==> config.mk <==
export PLATFORM = sky130hd
export DESIGN_NAME = bidir_hs_port
export DESIGN_NICKNAME = d
export VERILOG_FILES = /design/src/rtl/bhp_pkg.sv /design/src/rtl/bhp_sync.sv /design/src/rtl/bhp_out_path.sv /design/src/rtl/bhp_in_path.sv /design/src/rtl/bidir_hs_port.sv
export SDC_FILE = /design/constraint.sdc
export NUM_CORES = 1
export LEC_CHECK = 0
export BUFFER_PORTS_ARGS = -buffer_cell sky130_fd_sc_hd__buf_2
export CAP_MARGIN = 10
export CORE_AREA = 2 2 49 74
export CTS_BUF_LIST = sky130_fd_sc_hd__clkbuf_4 sky130_fd_sc_hd__clkbuf_8
export DETAILED_ROUTE_END_ITERATION = 7
export DIE_AREA = 0 0 51 76
export SLEW_MARGIN = 40
export SYNTH_ARGS = -nofsm -noshare
export SYNTH_HDL_FRONTEND = slang
export SYNTH_SLANG_ARGS = --single-unit
==> constraint.sdc <==
create_clock -name clk_i -period 1.5 [get_ports clk_i]
set_input_delay 0.15 -clock clk_i [delete_from_list [all_inputs] [get_ports clk_i]]
set_output_delay 0.15 -clock clk_i [all_outputs]
set_load 0.05 [all_outputs]
==> src/rtl/bhp_pkg.sv <==
package bhp_pkg;
  localparam int unsigned DATA_W    = 8;
  localparam int unsigned SYNC_DEPTH = 2;

  typedef enum logic [0:0] {
    HS_ACK = 1'b0,
    HS_STB = 1'b1
  } hs_line_e;
endpackage

==> src/rtl/bhp_sync.sv <==
module bhp_sync #(
  parameter int unsigned W      = 2,
  parameter int unsigned STAGES = 2
) (
  input  logic         clk_i,
  input  logic         rst_ni,
  input  logic [W-1:0] d_i,
  output logic [W-1:0] q_o,
  output logic [W-1:0] fell_o
);
  logic [W-1:0] stg [STAGES];
  logic [W-1:0] prev_q;

  always_ff @(posedge clk_i or negedge rst_ni) begin
    if (!rst_ni) stg[0] <= '1;
    else         stg[0] <= d_i;
  end

  for (genvar g = 1; g < STAGES; g++) begin : g_stage
    always_ff @(posedge clk_i or negedge rst_ni) begin
      if (!rst_ni) stg[g] <= '1;
      else         stg[g] <= stg[g-1];
    end
  end

  always_ff @(posedge clk_i or negedge rst_ni) begin
    if (!rst_ni) prev_q <= '1;
    else         prev_q <= stg[STAGES-1];
  end

  assign q_o    = stg[STAGES-1];
  assign fell_o = prev_q & ~stg[STAGES-1];
endmodule

==> src/rtl/bhp_out_path.sv <==
module bhp_out_path #(
  parameter int unsigned DW = 8
) (
  input  logic          clk_i,
  input  logic          rst_ni,
  input  logic          wr_en_i,
  input  logic [DW-1:0] wr_data_i,
  input  logic          ack_s_i,
  input  logic          ack_fell_i,
  input  logic          stb_s_i,
  output logic          full_o,
  output logic [DW-1:0] pad_o,
  output logic          pad_oe_o
);
  logic [DW-1:0] out_q;
  logic          full_q;
  logic          drive;

  always_ff @(posedge clk_i or negedge rst_ni) begin
    if (!rst_ni) begin
      out_q  <= '0;
      full_q <= 1'b0;
    end else begin
      if (wr_en_i) out_q <= wr_data_i;
      // write wins over a same-cycle take
      if (wr_en_i)         full_q <= 1'b1;
      else if (ack_fell_i) full_q <= 1'b0;
    end
  end

  assign drive    = ~ack_s_i & stb_s_i;
  assign pad_oe_o = drive;
  assign pad_o    = drive ? out_q : '0;
  assign full_o   = full_q;
endmodule

==> src/rtl/bhp_in_path.sv <==
module bhp_in_path #(
  parameter int unsigned DW = 8
) (
  input  logic          clk_i,
  input  logic          rst_ni,
  input  logic          stb_fell_i,
  input  logic [DW-1:0] pad_i,
  input  logic          rd_en_i,
  output logic          full_o,
  output logic [DW-1:0] rd_data_o
);
  logic [DW-1:0] in_q;
  logic          full_q;

  always_ff @(posedge clk_i or negedge rst_ni) begin
    if (!rst_ni) begin
      in_q   <= '0;
      full_q <= 1'b0;
    end else begin
      if (stb_fell_i) in_q <= pad_i;
      // capture wins over a same-cycle read
      if (stb_fell_i)   full_q <= 1'b1;
      else if (rd_en_i) full_q <= 1'b0;
    end
  end

  assign full_o    = full_q;
  assign rd_data_o = in_q;
endmodule

==> src/rtl/bidir_hs_port.sv <==
module bidir_hs_port
  import bhp_pkg::*;
#(
  parameter int unsigned DW     = DATA_W,
  parameter int unsigned STAGES = SYNC_DEPTH
) (
  input  logic          clk_i,
  input  logic          rst_ni,
  input  logic          wr_en_i,
  input  logic [DW-1:0] wr_data_i,
  input  logic          rd_en_i,
  output logic [DW-1:0] rd_data_o,
  input  logic          ack_ni,
  input  logic          stb_ni,
  input  logic [DW-1:0] pad_i,
  output logic [DW-1:0] pad_o,
  output logic          pad_oe_o,
  output logic          out_full_o,
  output logic          in_full_o
);
  localparam int unsigned NLINES = 2;

  logic [NLINES-1:0] hs_raw, hs_s, hs_fell;

  assign hs_raw[HS_ACK] = ack_ni;
  assign hs_raw[HS_STB] = stb_ni;

  bhp_sync #(.W(NLINES), .STAGES(STAGES)) u_sync (
    .clk_i  (clk_i),
    .rst_ni (rst_ni),
    .d_i    (hs_raw),
    .q_o    (hs_s),
    .fell_o (hs_fell)
  );

  bhp_out_path #(.DW(DW)) u_out (
    .clk_i      (clk_i),
    .rst_ni     (rst_ni),
    .wr_en_i    (wr_en_i),
    .wr_data_i  (wr_data_i),
    .ack_s_i    (hs_s[HS_ACK]),
    .ack_fell_i (hs_fell[HS_ACK]),
    .stb_s_i    (hs_s[HS_STB]),
    .full_o     (out_full_o),
    .pad_o      (pad_o),
    .pad_oe_o   (pad_oe_o)
  );

  bhp_in_path #(.DW(DW)) u_in (
    .clk_i      (clk_i),
    .rst_ni     (rst_ni),
    .stb_fell_i (hs_fell[HS_STB]),
    .pad_i      (pad_i),
    .rd_en_i    (rd_en_i),
    .full_o     (in_full_o),
    .rd_data_o  (rd_data_o)
  );
endmodule

==> impl_metrics.csv <==
group,metric,value,unit
worst_setup_path,worstSetupStartpoint,"u_sync.q_o[1]$_DFF_PN1_",
timing,report.final.slew_viol_count,0,
clock_tree,cts.sinks,24,
finish,nNetsFinal,128,
worst_setup_path,start_kind,"flip-flop",
global_route,antenna_found_initial,0,
clock_tree,cts_tree,"done",
routing,postRouteAntennaNets,0,
routing,drc_errors,0,
logic_synthesis,yosys_register_bits,24,
logic_synthesis,synthTopCellsByCount,"dfrtp_1, and2_1, mux2_2, mux2_4, dfstp_2",
die,die_w,51,um
logic_synthesis,synth.area.top_cells,"dfrtp_1, dfstp_2, mux2_4, mux2_2, and2_1",
run_status,violations,"setup timing",
global_route,grt_pass1_vias,633,
clock_tree,cts_max_path_buffers,2,
min_path,hold_start,"pad_i[0]",
die,rows,26,
routing,viasPerCell,4.34,
logic_synthesis,yosysSeqAreaShare,65.6,%
placement,port_buffers,40,
clock_tree,cts.htree.levels,1,
global_route,grtUsageTotal,9.81,%
logic_synthesis,synthXorXnorAreaFrac,0,%
die,die_area,3880,um2
finish,fin_util,42.3,%
run_status,status,"finished, violations left",
finish,fin_area,1390,um2
finish,syn2layout_area_growth,50.1,%
logic_synthesis,ys_types,11,
global_route,grt_pass1_wl,2860,um
routing,vias,638,
logic_synthesis,netlist_instances,57,
logic_synthesis,avgSynthCellArea,16.3,um2
power,p_int,1120,uW
worst_setup_path,worstPathRequired,1350,ps
power,seqPwrFrac,47.2,%
logic_synthesis,synth_top_family_by_area,"multiplexers",
worst_setup_path,critPathArrivalTime,1380,ps
worst_setup_path,timing.rr.start,"u_sync.prev_q[1]$_DFF_PN1_",
finish,insertedDiodeCount,0,
timing,rsz0062_at_grt,"true",
clock_tree,clk_pin_slew,80,ps
finish,multiInputGateArea,322,um2
routing,routed_wl,1800,um
global_route,grt_overflow,0,
power,ir_worst_vdd,0.000550,V
worst_setup_path,crit_fanout,5,
worst_setup_path,crit_type,"flip-flop to output pin",
power,cellPowerDensity,1150,nW/um2
logic_synthesis,synth_fa_ha_area_share,0,%
min_path,hp-class,"input port to flip-flop",
power,cellLeakagePower,0.000677,uW
logic_synthesis,synth_edf_count,0,
placement,pre_cts_slack,177,ps
routing,dr.pass1.iters,4,
power,power_switching,473,uW
flow_run,drv_cap,0,
power,clockPowerShare,26.3,%
die,initial_core_util,28.2,%
timing,slew_headroom,65.2,%
worst_setup_path,critPathCaptureType,"output pin",
clock_tree,cts_buffers,3,
logic_synthesis,synth_compound_area_share,1.62,%
timing,worst_slack,-28.1,ps
logic_synthesis,syn-cell-area,927,um2
timing,worst_pin_slew,522,ps
power,power_frac_comb,26.4,%
logic_synthesis,synth_warnings,0,
logic_synthesis,synth_flop_cell,"dfrtp_1",
clock_tree,root_buffer,"clkbuf_8",
logic_synthesis,synth.top_cell.area_share,48.6,%
logic_synthesis,yosysMostFrequentCell,"dfrtp_1",
finish,drive_above_1_share,75.2,%
logic_synthesis,syn_nets,79,
clock_tree,insertion_delay,260,ps
logic_synthesis,synthSimpleGateAreaFrac,7.42,%
timing,fmax,654,MHz
die,ios,41,
placement,place_area,1180,um2
timing,period_needed,1530,ps
routing,wl_per_cell,12.2,um
finish,fillers,298,
timing,post-route-period-util,102,%
global_route,grt_max_degree,25,
timing,skew,1.54,ps
timing,hold_viol,0,
die,core,3290,um2
logic_synthesis,yosys.area.top_type,"dfrtp_1",
placement,gp_congestion,0.590,
logic_synthesis,muxShareOfSynthArea,22.7,%
logic_synthesis,synthArstFlopShare,100,%
power,switching_share,29.6,%
routing,dr.first_iter.drc_count,16,
finish,seqCellArea,608,um2
die,die_y,76,um
timing,setup_violations,8,
## logic make-up (layout without fill, tap and decap cells)
| logic type | after synthesis | count (layout) |
|---|---|---|
| simple gates | 11 | 11 |
| mux | 16 | 16 |
| flops | 24 | 24 |
| compound gates | 2 | 2 |
| buf+inv | 4 | 52 |
## what timing repair did
action | CTS | global route
hold buffers | 3 | 0
pin swaps | 8 | 0
resized for setup | 37 | 2
cloned | 1 | 0
setup buffers | 1 | 0
endpoints found under the hold margin | 20 | 0
endpoints found under the setup margin | 8 | 9
## area by class of cell
cell class,instances,area share [%]
Timing Repair Buffer,47,25.2
Inverter,1,0.270
Clock buffer,4,3.96
Multi-Input combinational cell,29,23.1
Sequential cell,24,43.7
Tap cell,42,3.78
## path summary, 6_finish.rpt
path                                                 end  slack, ps  cells past startpoint
min                        u_in.rd_data_o[0]$_DFFE_PN0P_        120                      2
max in group asynchronous        u_sync.stg[3]$_DFF_PN1_        740                      2
max                                             pad_o[6]        -30                      4
max reg2reg                u_in.rd_data_o[2]$_DFFE_PN0P_        200                      3
min reg2reg                      u_sync.q_o[0]$_DFF_PN1_        360                      0
min in group asynchronous  u_in.rd_data_o[0]$_DFFE_PN0P_        400                      2
## sequential cells by signal, indices dropped and copies added, names as in the netlist
signal and count:
u_out.full_o 1, u_sync.prev_q 2, u_sync.q_o 2, u_sync.stg 2, u_in.rd_data_o 8, u_in.full_o 1, u_out.out_q 8
## worst max-delay path: stages, from the launching register on
cell	delay [ps]
dfstp_2	550
nor2b_4	170
buf_6	130
and2_4	140
buf_8	140
## power by group through the flow
stage	sequential (uW)	combinational [uW]	clock (uW)
3_3_place_gp	759	372	0
5_1_grt	764	440	472
6_report	754	422	420
2_1_floorplan	886	149	0
3_5_place_dp	763	376	0
4_1_cts	755	423	443
## routing by layer
metal  GRT usage [%]  vias up  part of all wire, %
met5               0        -                    0
met4            4.05        0                 0.44
met3            2.75        2                  7.4
met2            17.4       29                   55
met1            10.5      324                   37
li1                -      283                    -
## cells in the final DEF (no fill, tap or decap)
cell type,instances
buf_2,31
dfstp_2,6
buf_4,3
a21o_1,2
nand2b_1,1
inv_1,1
clkbuf_8,4
nor2b_1,1
buf_6,2
dfrtp_1,18
buf_8,8
nor2b_4,1
dlygate4sd3_1,3
mux2_2,8
mux2_4,8
and2_4,8
## stage by stage
stage	std cells	total power, uW	setup TNS [ps]	hold slack, ps
2_1_floorplan	57	1030	0	-146
3_3_place_gp	138	1130	0	148
3_5_place_dp	138	1140	0	160
4_1_cts	147	1620	-61.0	110
5_1_grt	147	1680	-561	108
6_report	147	1600	-158	118
Power figures use the tool's default switching activity.
